## src/rtl/wake_pkg.sv

```systemverilog
package wake_pkg;
    localparam int ADDR_W = 8;
    localparam int DATA_W = 8;

    localparam logic [ADDR_W-1:0] A_STS0 = 8'h00;
    localparam logic [ADDR_W-1:0] A_STS1 = 8'h01;
    localparam logic [ADDR_W-1:0] A_EN0  = 8'h02;
    localparam logic [ADDR_W-1:0] A_EN1  = 8'h03;
    localparam logic [ADDR_W-1:0] A_GLOB = 8'h04;
    localparam logic [ADDR_W-1:0] A_POL  = 8'h05;
    localparam logic [ADDR_W-1:0] A_DUAL = 8'h06;
    localparam logic [ADDR_W-1:0] A_KEY  = 8'h11;

    localparam int KEY_BIT = 5;

    typedef enum logic [0:0] {
        W_IDLE   = 1'b0,
        W_ASSERT = 1'b1
    } wake_state_e;
endpackage

```

## src/rtl/wake_edge_det.sv

```systemverilog
module wake_edge_det #(
    parameter int SYNC_STAGES = 2
) (
    input  logic clk,
    input  logic rst_n,
    input  logic din,
    input  logic fall_sel,
    input  logic dual_sel,
    output logic evt
);
    localparam int CHAIN_W = SYNC_STAGES + 1;

    // chain[SYNC_STAGES-1] is the synchronized level, chain[SYNC_STAGES] its previous value
    logic [CHAIN_W-1:0] chain;
    logic               rise;
    logic               fall;

    always_ff @(posedge clk or negedge rst_n) begin
        if (!rst_n) chain <= '0;
        else        chain <= {chain[SYNC_STAGES-1:0], din};
    end

    always_comb begin
        rise = chain[SYNC_STAGES-1] & ~chain[SYNC_STAGES];
        fall = ~chain[SYNC_STAGES-1] & chain[SYNC_STAGES];
        if (dual_sel)      evt = rise | fall;
        else if (fall_sel) evt = fall;
        else               evt = rise;
    end

    // one transition yields a one-cycle event
    p_one_pulse_r11: assert property (@(posedge clk) disable iff (!rst_n)
        evt |=> !evt);
endmodule

```

## src/rtl/wake_key_match.sv

```systemverilog
module wake_key_match #(
    parameter int CODE_W = 8
) (
    input  logic              clk,
    input  logic              rst_n,
    input  logic              sb_rst_n,
    input  logic              code_wr,
    input  logic [CODE_W-1:0] code_wdata,
    input  logic              kb_valid,
    input  logic [CODE_W-1:0] kb_code,
    output logic [CODE_W-1:0] scan_code,
    output logic              hit
);
    // scan code lives in the standby domain
    always_ff @(posedge clk or negedge sb_rst_n) begin
        if (!sb_rst_n)    scan_code <= '0;
        else if (code_wr) scan_code <= code_wdata;
    end

    always_ff @(posedge clk or negedge rst_n) begin
        if (!rst_n) hit <= 1'b0;
        else        hit <= kb_valid && (kb_code == scan_code);
    end

    // a hit always follows a strobed byte
    p_hit_needs_valid_r9: assert property (@(posedge clk) disable iff (!rst_n)
        hit |-> $past(kb_valid));
endmodule

```

## src/rtl/wake_out_fsm.sv

```systemverilog
module wake_out_fsm
    import wake_pkg::*;
(
    input  logic clk,
    input  logic rst_n,
    input  logic glob_en,
    input  logic pending,
    output logic wake_n
);
    wake_state_e state_q;
    wake_state_e state_d;

    always_ff @(posedge clk or negedge rst_n) begin
        if (!rst_n) state_q <= W_IDLE;
        else        state_q <= state_d;
    end

    always_comb begin
        state_d = state_q;
        unique case (state_q)
            W_IDLE:   if (glob_en && pending)    state_d = W_ASSERT; // raise
            W_ASSERT: if (!(glob_en && pending)) state_d = W_IDLE;   // release
        endcase
    end

    always_comb begin
        unique case (state_q)
            W_IDLE:   wake_n = 1'b1;
            W_ASSERT: wake_n = 1'b0;
        endcase
    end

    p_gated_by_global_r2: assert property (@(posedge clk) disable iff (!rst_n)
        !wake_n |-> $past(glob_en));

    p_raise_on_pending_r3: assert property (@(posedge clk) disable iff (!rst_n)
        (glob_en && pending) |=> !wake_n);

    p_release_r3: assert property (@(posedge clk) disable iff (!rst_n)
        !(glob_en && pending) |=> wake_n);
endmodule

```

## src/rtl/wake_evt_ctrl.sv

```systemverilog
module wake_evt_ctrl
    import wake_pkg::*;
#(
    parameter int NUM_GPIO    = 4,
    parameter int NUM_FAN     = 2,
    parameter int SYNC_STAGES = 2
) (
    input  logic                clk,
    input  logic                rst_n,
    input  logic                sb_rst_n,
    input  logic [NUM_GPIO-1:0] gpio_in,
    input  logic [NUM_FAN-1:0]  tach_in,
    input  logic                kb_valid,
    input  logic [7:0]          kb_code,
    input  logic                reg_wr,
    input  logic                reg_rd,
    input  logic [7:0]          reg_addr,
    input  logic [7:0]          reg_wdata,
    output logic [7:0]          reg_rdata,
    output logic                wake_n
);
    logic [NUM_GPIO-1:0] gpio_evt;
    logic [NUM_FAN-1:0]  fan_evt;
    logic                key_hit;
    logic [7:0]          scan_code;

    logic [NUM_GPIO-1:0] sts_gpio, en_gpio, pol_gpio, dual_gpio;
    logic [NUM_FAN-1:0]  sts_fan, en_fan;
    logic                sts_key, en_key, glob_en;

    logic                wr_sts0, wr_sts1, wr_en0, wr_en1, wr_glob, wr_pol, wr_dual, wr_key;
    logic [NUM_GPIO-1:0] clr_gpio;
    logic [NUM_FAN-1:0]  clr_fan;
    logic                clr_key;
    logic                pending;
    logic [7:0]          rd_mux;

    // event sources
    for (genvar g = 0; g < NUM_GPIO; g++) begin : g_gpio
        wake_edge_det #(.SYNC_STAGES(SYNC_STAGES)) edge_i (
            .clk      (clk),
            .rst_n    (rst_n),
            .din      (gpio_in[g]),
            .fall_sel (pol_gpio[g]),
            .dual_sel (dual_gpio[g]),
            .evt      (gpio_evt[g])
        );
    end

    for (genvar f = 0; f < NUM_FAN; f++) begin : g_fan
        wake_edge_det #(.SYNC_STAGES(SYNC_STAGES)) edge_i (
            .clk      (clk),
            .rst_n    (rst_n),
            .din      (tach_in[f]),
            .fall_sel (1'b0),
            .dual_sel (1'b0),
            .evt      (fan_evt[f])
        );
    end

    wake_key_match #(.CODE_W(8)) key_i (
        .clk        (clk),
        .rst_n      (rst_n),
        .sb_rst_n   (sb_rst_n),
        .code_wr    (wr_key),
        .code_wdata (reg_wdata),
        .kb_valid   (kb_valid),
        .kb_code    (kb_code),
        .scan_code  (scan_code),
        .hit        (key_hit)
    );

    // write decode
    always_comb begin
        wr_sts0 = reg_wr && (reg_addr == A_STS0);
        wr_sts1 = reg_wr && (reg_addr == A_STS1);
        wr_en0  = reg_wr && (reg_addr == A_EN0);
        wr_en1  = reg_wr && (reg_addr == A_EN1);
        wr_glob = reg_wr && (reg_addr == A_GLOB);
        wr_pol  = reg_wr && (reg_addr == A_POL);
        wr_dual = reg_wr && (reg_addr == A_DUAL);
        wr_key  = reg_wr && (reg_addr == A_KEY);
        clr_gpio = wr_sts0 ? reg_wdata[NUM_GPIO-1:0] : '0;
        clr_fan  = wr_sts1 ? reg_wdata[NUM_FAN-1:0]  : '0;
        clr_key  = wr_sts1 & reg_wdata[KEY_BIT];
    end

    // sticky status, set beats clear
    always_ff @(posedge clk or negedge rst_n) begin
        if (!rst_n) begin
            sts_gpio <= '0;
            sts_fan  <= '0;
            sts_key  <= 1'b0;
        end else begin
            sts_gpio <= (sts_gpio & ~clr_gpio) | gpio_evt;
            sts_fan  <= (sts_fan & ~clr_fan) | fan_evt;
            sts_key  <= (sts_key & ~clr_key) | key_hit;
        end
    end

    // control registers
    always_ff @(posedge clk or negedge rst_n) begin
        if (!rst_n) begin
            en_gpio   <= '0;
            en_fan    <= '0;
            en_key    <= 1'b0;
            glob_en   <= 1'b0;
            pol_gpio  <= '0;
            dual_gpio <= '0;
        end else begin
            if (wr_en0)  en_gpio   <= reg_wdata[NUM_GPIO-1:0];
            if (wr_en1) begin
                en_fan <= reg_wdata[NUM_FAN-1:0];
                en_key <= reg_wdata[KEY_BIT];
            end
            if (wr_glob) glob_en   <= reg_wdata[0];
            if (wr_pol)  pol_gpio  <= reg_wdata[NUM_GPIO-1:0];
            if (wr_dual) dual_gpio <= reg_wdata[NUM_GPIO-1:0];
        end
    end

    // read mux
    always_comb begin
        rd_mux = '0;
        case (reg_addr)
            A_STS0: rd_mux[NUM_GPIO-1:0] = sts_gpio;
            A_STS1: begin
                rd_mux[NUM_FAN-1:0] = sts_fan;
                rd_mux[KEY_BIT]     = sts_key;
            end
            A_EN0:  rd_mux[NUM_GPIO-1:0] = en_gpio;
            A_EN1: begin
                rd_mux[NUM_FAN-1:0] = en_fan;
                rd_mux[KEY_BIT]     = en_key;
            end
            A_GLOB: rd_mux[0] = glob_en;
            A_POL:  rd_mux[NUM_GPIO-1:0] = pol_gpio;
            A_DUAL: rd_mux[NUM_GPIO-1:0] = dual_gpio;
            A_KEY:  rd_mux = scan_code;
            default: rd_mux = '0;
        endcase
    end

    always_ff @(posedge clk or negedge rst_n) begin
        if (!rst_n)      reg_rdata <= '0;
        else if (reg_rd) reg_rdata <= rd_mux;
    end

    always_comb begin
        pending = (|(sts_gpio & en_gpio)) | (|(sts_fan & en_fan)) | (sts_key & en_key);
    end

    wake_out_fsm out_i (
        .clk     (clk),
        .rst_n   (rst_n),
        .glob_en (glob_en),
        .pending (pending),
        .wake_n  (wake_n)
    );

    // status bits are sticky without a clear
    p_sticky_r4: assert property (@(posedge clk) disable iff (!rst_n)
        !wr_sts0 |=> ((sts_gpio & $past(sts_gpio)) == $past(sts_gpio)));

    // an event always lands, even against a clear
    for (genvar g = 0; g < NUM_GPIO; g++) begin : g_chk
        p_set_wins_r12: assert property (@(posedge clk) disable iff (!rst_n)
            gpio_evt[g] |=> sts_gpio[g]);
    end

    p_key_set_wins_r12: assert property (@(posedge clk) disable iff (!rst_n)
        key_hit |=> sts_key);
endmodule

```

## config.mk

```make
export PLATFORM = sky130hd
export DESIGN_NAME = wake_evt_ctrl
export DESIGN_NICKNAME = d
export VERILOG_FILES = /design/src/rtl/wake_pkg.sv /design/src/rtl/wake_edge_det.sv /design/src/rtl/wake_key_match.sv /design/src/rtl/wake_out_fsm.sv /design/src/rtl/wake_evt_ctrl.sv
export SDC_FILE = /design/constraint.sdc
export NUM_CORES = 1
export LEC_CHECK = 0
export ABC_AREA = 1
export BUFFER_PORTS_ARGS = -buffer_cell sky130_fd_sc_hd__buf_2
export CAP_MARGIN = 25
export CORE_ASPECT_RATIO = 1.2
export CORE_MARGIN = 2
export CORE_UTILIZATION = 55
export DETAILED_ROUTE_END_ITERATION = 8
export PLACE_DENSITY = 0.85
export RECOVER_POWER = 25
export SETUP_SLACK_MARGIN = 0.05
export SYNTH_ARGS = -nofsm -noshare
export SYNTH_HDL_FRONTEND = slang
export SYNTH_HIERARCHICAL = 1
export SYNTH_SLANG_ARGS = --single-unit
```

## constraint.sdc

```tcl
create_clock -name clk -period 2.9 [get_ports clk]
set_clock_uncertainty 0.1 [all_clocks]
set_input_delay 0.87 -clock clk [delete_from_list [all_inputs] [get_ports clk]]
set_output_delay 0.87 -clock clk [all_outputs]
set_load 0.01 [all_outputs]
```

==> results.sh, run 1 <==
export IMPL_cts_sinks=59
export IMPL_setup_ws_ns=1.08
export IMPL_status="completed"
export IMPL_track_usage_pct=23.3
export IMPL_fin_setup_tns_ns=0
export IMPL_final_period_utilization_pct=62.8
export IMPL_syn_instance_count=388
export IMPL_cp_required_ns=1.93
export IMPL_p_total_mw=1.72
export IMPL_ys_seq_area_share_pct=48.5
export IMPL_core_area_mm2=0.00533
export IMPL_reg2reg_depth=6
export IMPL_grt_max_degree=22
export IMPL_cts_resized=0
export IMPL_fmax_mhz=549
export IMPL_ctsHoldBuffers=0
export IMPL_setup_violations=0
export IMPL_antenna_found_initial=0
export IMPL_path_delay_family="flip-flops"
export IMPL_wl_per_cell_um=12.5
export IMPL_die_area_mm2=0.00615
export IMPL_cts_tree="built"
export IMPL_drtPass1Iterations=4
export IMPL_clk_pin_slew_worst_paths_ns=0.06
export IMPL_drt_iter0_drc=192
export IMPL_reg2reg_to="sts_gpio[3]"
export IMPL_nNetsFinal=495
export IMPL_hold_viol=0
export IMPL_crit_start="reg_rdata[6]"
export IMPL_p_per_area_mw_per_mm2=487
export IMPL_antenna_left=0
export IMPL_final_layout_size_suffix_gt1_share_pct=18.2
export IMPL_vias=2545
export IMPL_fin_crit_ns=1.82
export IMPL_power_frac_comb_pct=10.3
export IMPL_clockRootBuffer="clkbuf_8"
export IMPL_antenna_cells=0
export IMPL_path_depth=1
export IMPL_p_clk_share_pct=37.9
export IMPL_ios=45
export IMPL_ir_drop_mv=0.335
export IMPL_max_slew_margin_pct=25.8
export IMPL_place_ws_ns=0.807
export IMPL_cp_endpoint="reg_rdata[6]"
export IMPL_holdPathStages=0
export IMPL_power_frac_seq_pct=51.7
export IMPL_grt_pass1_wl_mm=10.9
export IMPL_cp_slowest_cell="dfrtp_1"
export IMPL_cts_inserted_buffers=9
export IMPL_grt_overflow=0
export IMPL_worst_pin_slew_ns=1.11
export IMPL_die_h_um=85.5
export IMPL_start_kind="flop"
export IMPL_cp_max_fo=2
export IMPL_rr_startpoint="g_gpio[3].edge_i/chain[1]"
export IMPL_htreeDepth=3
export IMPL_critPathBufInv=1
export IMPL_cap_violations=0
export IMPL_dp_cells=498
export IMPL_leakagePower_nw=1.91
export IMPL_routed_via_density=4.97
export IMPL_portBuffers=44
export IMPL_ys_warn_count=6
export IMPL_clk_latency_ns=0.34
export IMPL_areaGrowthSynthToFinish_pct=15.5
export IMPL_sw_frac_of_total_pct=25.9
export IMPL_drv_slew=0
export IMPL_drt_total_wl_mm=6.43
export IMPL_reg2reg_slack_ns=1.64
export IMPL_critPathMaxStageDelay_ns=0.38
export IMPL_cts_buffer_depth=2
export IMPL_drc=0
export IMPL_placement_rows=29
export IMPL_start_util_pct=57.1
export IMPL_final_cells=512
export IMPL_worstSetupEndpointType="output pin"
export IMPL_place_congestion=0.910
export IMPL_hold_path_class="reg2reg"
export IMPL_intPower_mw=1.27
export IMPL_path_class="reg2out"
export IMPL_switching_power_mw=0.444
export IMPL_syn_avg_cell_area_um2=7.85
export IMPL_arrival_ns=0.85
export IMPL_ys_ff_latch=59
export IMPL_rsz0062_at_grt="no"
export IMPL_grt_pass1_vias=2485
export IMPL_hold_ws_ns=0.247
export IMPL_dp_hpwl_mm=4.88
export IMPL_synth_cell_types=29
export IMPL_syn_area_mm2=0.00305
export IMPL_dieWidth_um=71.9
export IMPL_crit_chain="buf_2"
export IMPL_cts_setup_buffers=0
[sequential cells by signal, summed over array words and instances, names as in the netlist]
signal               flops
reg_rdata                8
en_key                   1
g_fan.edge_i/chain       6
sts_gpio                 4
pol_gpio                 4
g_gpio.edge_i/chain     12
sts_key                  1
glob_en                  1
dual_gpio                4
en_fan                   2
sts_fan                  2
en_gpio                  4
key_i/hit                1
out_i/state_q            1
key_i/scan_code          8
[area by class of cell]
type	count	area, µm²
fillers	441	1820
flip-flops and latches	59	1480
multi-input cells	255	1270
inverters	75	284
repair buffers	47	240
clock buffers	12	155
well taps	62	77.6
clock inverters	2	12.5
[layer usage]
| layer | track usage [%] | share of wire (%) | up-vias |
|---|---|---|---|
| met4 | 8.75 | 1.9 | 0 |
| met3 | 6.70 | 3.7 | 11 |
| met1 | 29.0 | 44 | 1192 |
| met5 | 0 | 0 | - |
| met2 | 38.5 | 50 | 52 |
| li1 | - | - | 1290 |
[synth_stat cells, drive strengths merged]
| cell type | n | area [µm²] |
|---|---|---|
| ha | 12 | 150 |
| inv | 75 | 284 |
| o22ai | 1 | 12.5 |
| and3 | 1 | 6.26 |
| or2 | 6 | 37.5 |
| mux2 | 1 | 11.3 |
| conb | 1 | 3.75 |
| o21ai | 35 | 175 |
| dfrtp | 59 | 1480 |
| nand4 | 1 | 6.26 |
| nor3 | 1 | 5.00 |
| nand2 | 120 | 478 |
| a221oi | 1 | 8.76 |
| buf | 3 | 27.5 |
| clkbuf | 1 | 3.75 |
| nand3 | 31 | 178 |
| nor2 | 38 | 174 |
| o21bai | 1 | 7.51 |
[logic make-up (layout without fill, tap and decap cells)]
| family | after synthesis | after routing | synth area share, % |
|---|---|---|---|
| flip-flops | 59 | 59 | 48.5 |
| multiplexers | 1 | 1 | 0.370 |
| buffers and inverters | 79 | 136 | 10.4 |
| other | 1 | 6 | 0.123 |
| AO/OA/AOI/OAI | 38 | 38 | 6.70 |
| AND/OR/NAND/NOR | 198 | 198 | 29.0 |
| adder cells (fa/ha/maj) | 12 | 12 | 4.93 |
[cells in the final DEF (no fill, tap or decap)]
| cell | count |
|---|---|
| or2_0 | 6 |
| clkinv_2 | 1 |
| o22ai_2 | 1 |
| clkbuf_1 | 3 |
| a221oi_1 | 1 |
| nand3_4 | 1 |
| conb_1 | 6 |
| o21ai_1 | 14 |
| inv_1 | 70 |
| nor3_1 | 1 |
| clkbuf_8 | 11 |
| o21bai_1 | 1 |
| ha_1 | 12 |
| nand2_1 | 113 |
| nor2_1 | 31 |
| nand4_1 | 1 |
| inv_4 | 1 |
| nand2_2 | 5 |
| nand3_2 | 2 |
| nand2_4 | 2 |
| nor2_8 | 1 |
| dfrtp_1 | 59 |
| nor2_2 | 6 |
| buf_2 | 42 |
| mux2_2 | 1 |
| buf_4 | 3 |
| clkinvlp_4 | 1 |
| and3_1 | 1 |
| o21ai_0 | 21 |
| inv_2 | 4 |
| nand3_1 | 28 |
[power groups by stage]
stage | clock network, mW | registers [mW] | logic (mW)
6_report | 0.651 | 0.887 | 0.177
2_1_floorplan | 0 | 0.895 | 0.103
4_1_cts | 0.667 | 0.887 | 0.179
3_5_place_dp | 0 | 0.902 | 0.177
3_3_place_gp | 0 | 0.899 | 0.169
5_1_grt | 0.708 | 0.891 | 0.205
[stage by stage]
step / util (%) / area (µm²)
after floorplan: - / 3060
final: 66.0 / 3520
after global routing: 66.0 / 3520
after CTS: 66.0 / 3520
after detailed placement: 62.9 / 3350
after global placement: 62.9 / 3350
[worst min path at each step]
stage / startpoint / end / slack [ns]
finish: g_gpio[2].edge_i/chain[0] / g_gpio[2].edge_i/chain[1] / 0.25
global route: g_gpio[2].edge_i/chain[0] / g_gpio[2].edge_i/chain[1] / 0.25
CTS: g_gpio[2].edge_i/chain[0] / g_gpio[2].edge_i/chain[1] / 0.25
detailed placement: g_gpio[2].edge_i/chain[0] / g_gpio[2].edge_i/chain[1] / 0.23
global placement: g_gpio[1].edge_i/chain[0] / g_gpio[1].edge_i/chain[1] / 0.23
floorplan: g_fan[0].edge_i/chain[0] / g_fan[0].edge_i/chain[1] / 0.23
(Power assumes the default switching activity.)
==> run 2, diff against run 1 <==
clock period = 1.8 ns   (was 2.9 ns; I/O delays follow)
==> results.sh, run 2 (synthesis gave the netlist of run 1 again) <==
export IMPL_fin_crit_ns=1.51
export IMPL_final_period_utilization_pct=84.1
export IMPL_clockRootBuffer="clkbuf_8"
export IMPL_placement_rows=29
export IMPL_clk_latency_ns=0.34
export IMPL_cts_inserted_buffers=9
export IMPL_ios=45
export IMPL_worstSetupEndpointType="output pin"
export IMPL_cts_tree="built"
export IMPL_setup_ws_ns=0.287
export IMPL_largest_register="g_gpio.edge_i/chain"
export IMPL_min_delay_start="gpio_in[1]"
export IMPL_die_area_mm2=0.00615
export IMPL_p_per_area_mw_per_mm2=841
export IMPL_n_fill_cell=435
export IMPL_rr_startpoint="en_key"
export IMPL_path_delay_family="flip-flops"
export IMPL_routed_via_density=4.91
export IMPL_cts_buffer_depth=2
export IMPL_worst_pin_slew_ns=1.23
export IMPL_critPathMaxStageDelay_ns=0.39
export IMPL_antenna_found_initial=0
export IMPL_htreeDepth=3
export IMPL_holdPathStages=1
export IMPL_antenna_left=0
export IMPL_reg2reg_depth=6
export IMPL_status="completed"
export IMPL_reg2reg_slack_ns=0.51
export IMPL_drtPass1Iterations=4
export IMPL_clk_pin_slew_worst_paths_ns=0.07
export IMPL_wl_per_cell_um=12.0
export IMPL_grt_pass1_vias=2435
export IMPL_final_layout_size_suffix_gt1_share_pct=19.4
export IMPL_die_h_um=85.5
export IMPL_start_kind="flop"
export IMPL_path_class="reg2out"
export IMPL_place_ws_ns=0.0540
export IMPL_final_cells=516
export IMPL_dp_hpwl_mm=4.76
export IMPL_drt_total_wl_mm=6.22
export IMPL_reg2reg_to="out_i/state_q"
export IMPL_grt_max_degree=52
export IMPL_cts_sinks=59
export IMPL_cap_violations=0
export IMPL_critPathBufInv=1
export IMPL_cp_required_ns=1.16
export IMPL_grt_overflow=0
export IMPL_dieWidth_um=71.9
export IMPL_place_congestion=0.943
export IMPL_start_util_pct=57.1
export IMPL_crit_chain="buf_2"
export IMPL_fin_area_mm2=0.00359
export IMPL_hold_path_class="in2reg"
export IMPL_dp_cells=500
export IMPL_largest_registers="g_gpio.edge_i/chain: 12 flops, key_i/scan_code: 8 flops, reg_rdata: 8 flops"
export IMPL_rsz0062_at_grt="no"
export IMPL_setup_violations=0
export IMPL_cts_resized=0
export IMPL_drt_iter0_drc=166
export IMPL_grt_pass1_wl_mm=10.5
export IMPL_drv_slew=0
export IMPL_areaGrowthSynthToFinish_pct=17.9
export IMPL_hold_viol=0
export IMPL_max_slew_margin_pct=18.2
export IMPL_nNetsFinal=498
export IMPL_drc=0
export IMPL_cp_max_fo=2
export IMPL_arrival_ns=0.87
export IMPL_layout_common_cells="113 x nand2_1, 70 x inv_1, 59 x dfrtp_1"
export IMPL_largest_reg_flops=12
export IMPL_portBuffers=44
export IMPL_core_area_mm2=0.00533
export IMPL_vias=2535
export IMPL_leakagePower_nw=1.95
export IMPL_track_usage_pct=22.5
export IMPL_fmax_mhz=661
export IMPL_ir_drop_mv=0.969
export IMPL_post_dp_cell_area_mm2=0.00338
export IMPL_antenna_cells=0
export IMPL_final_common_cell="nand2_1"
export IMPL_cp_slowest_cell="dfrtp_1"
export IMPL_fin_setup_tns_ns=0
export IMPL_hold_path_end="g_gpio[1].edge_i/chain[0]"
run 2: cell count changes in the layout (fill, tap and decap cells not counted), sizes merged:
cell	previous run	this run
buf	45	48
bufinv	0	2
clkbuf	14	11
clkinv	1	2
dlygate4sd3	0	1
run 2: stage by stage:
| stage | hold WS (ns) | power, mW | util [%] |
|---|---|---|---|
| 6_report | 0.207 | 3.02 | 67.3 |
| 5_1_grt | 0.189 | 3.15 | 67.3 |
| 4_1_cts | 0.0839 | 3.06 | 67.6 |
| 3_5_place_dp | 0.235 | 1.74 | 63.4 |
| 3_3_place_gp | 0.232 | 1.72 | 63.4 |
| 2_1_floorplan | 0.144 | 1.61 | - |
run 2: routing by layer:
layer	GRT usage, %	routed length [µm]	share of wire [%]
met5	0	0	0
met2	38.1	3140	51
met1	26.8	2640	42
met3	5.29	271	4.4
met4	10.8	167	2.7
run 2: worst max-delay path by stage:
| stage | endpoint | startpoint | depth (start not counted) | slack, ns |
|---|---|---|---|---|
| floorplan | key_i/scan_code[0] | reg_wr | 3 | 0.09 |
| global placement | key_i/scan_code[0] | reg_addr[3] | 6 | 0.09 |
| detailed placement | key_i/scan_code[7] | reg_addr[3] | 7 | 0.05 |
| CTS | reg_rdata[7] | reg_rdata[7] | 1 | 0.28 |
| global route | pol_gpio[3] | rst_n | 2 | 0.18 |
| finish | reg_rdata[7] | reg_rdata[7] | 1 | 0.29 |
run 2: layout make-up:
| type | count | area, µm² | area share [%] |
|---|---|---|---|
| timing repair buffer | 50 | 265 | 7.39 |
| clock inverter | 5 | 77.6 | 2.16 |
| clock buffer | 10 | 138 | 3.83 |
| sequential | 59 | 1480 | 41.1 |
| inverter | 75 | 284 | 7.91 |
| tap | 62 | 77.6 | 2.16 |
| multi-input combinational | 255 | 1270 | 35.4 |
run 2: timing repair:
action                    CTS  global route
hold buffers                1             0
hold endpoints to repair    8             0
buffers inserted            0             0
run 2: power by group:
group / switching, mW / internal (mW)
Combinational: 0.178 / 0.107
Sequential: 0.0433 / 1.39
Clock: 0.503 / 0.804
Total: 0.725 / 2.30
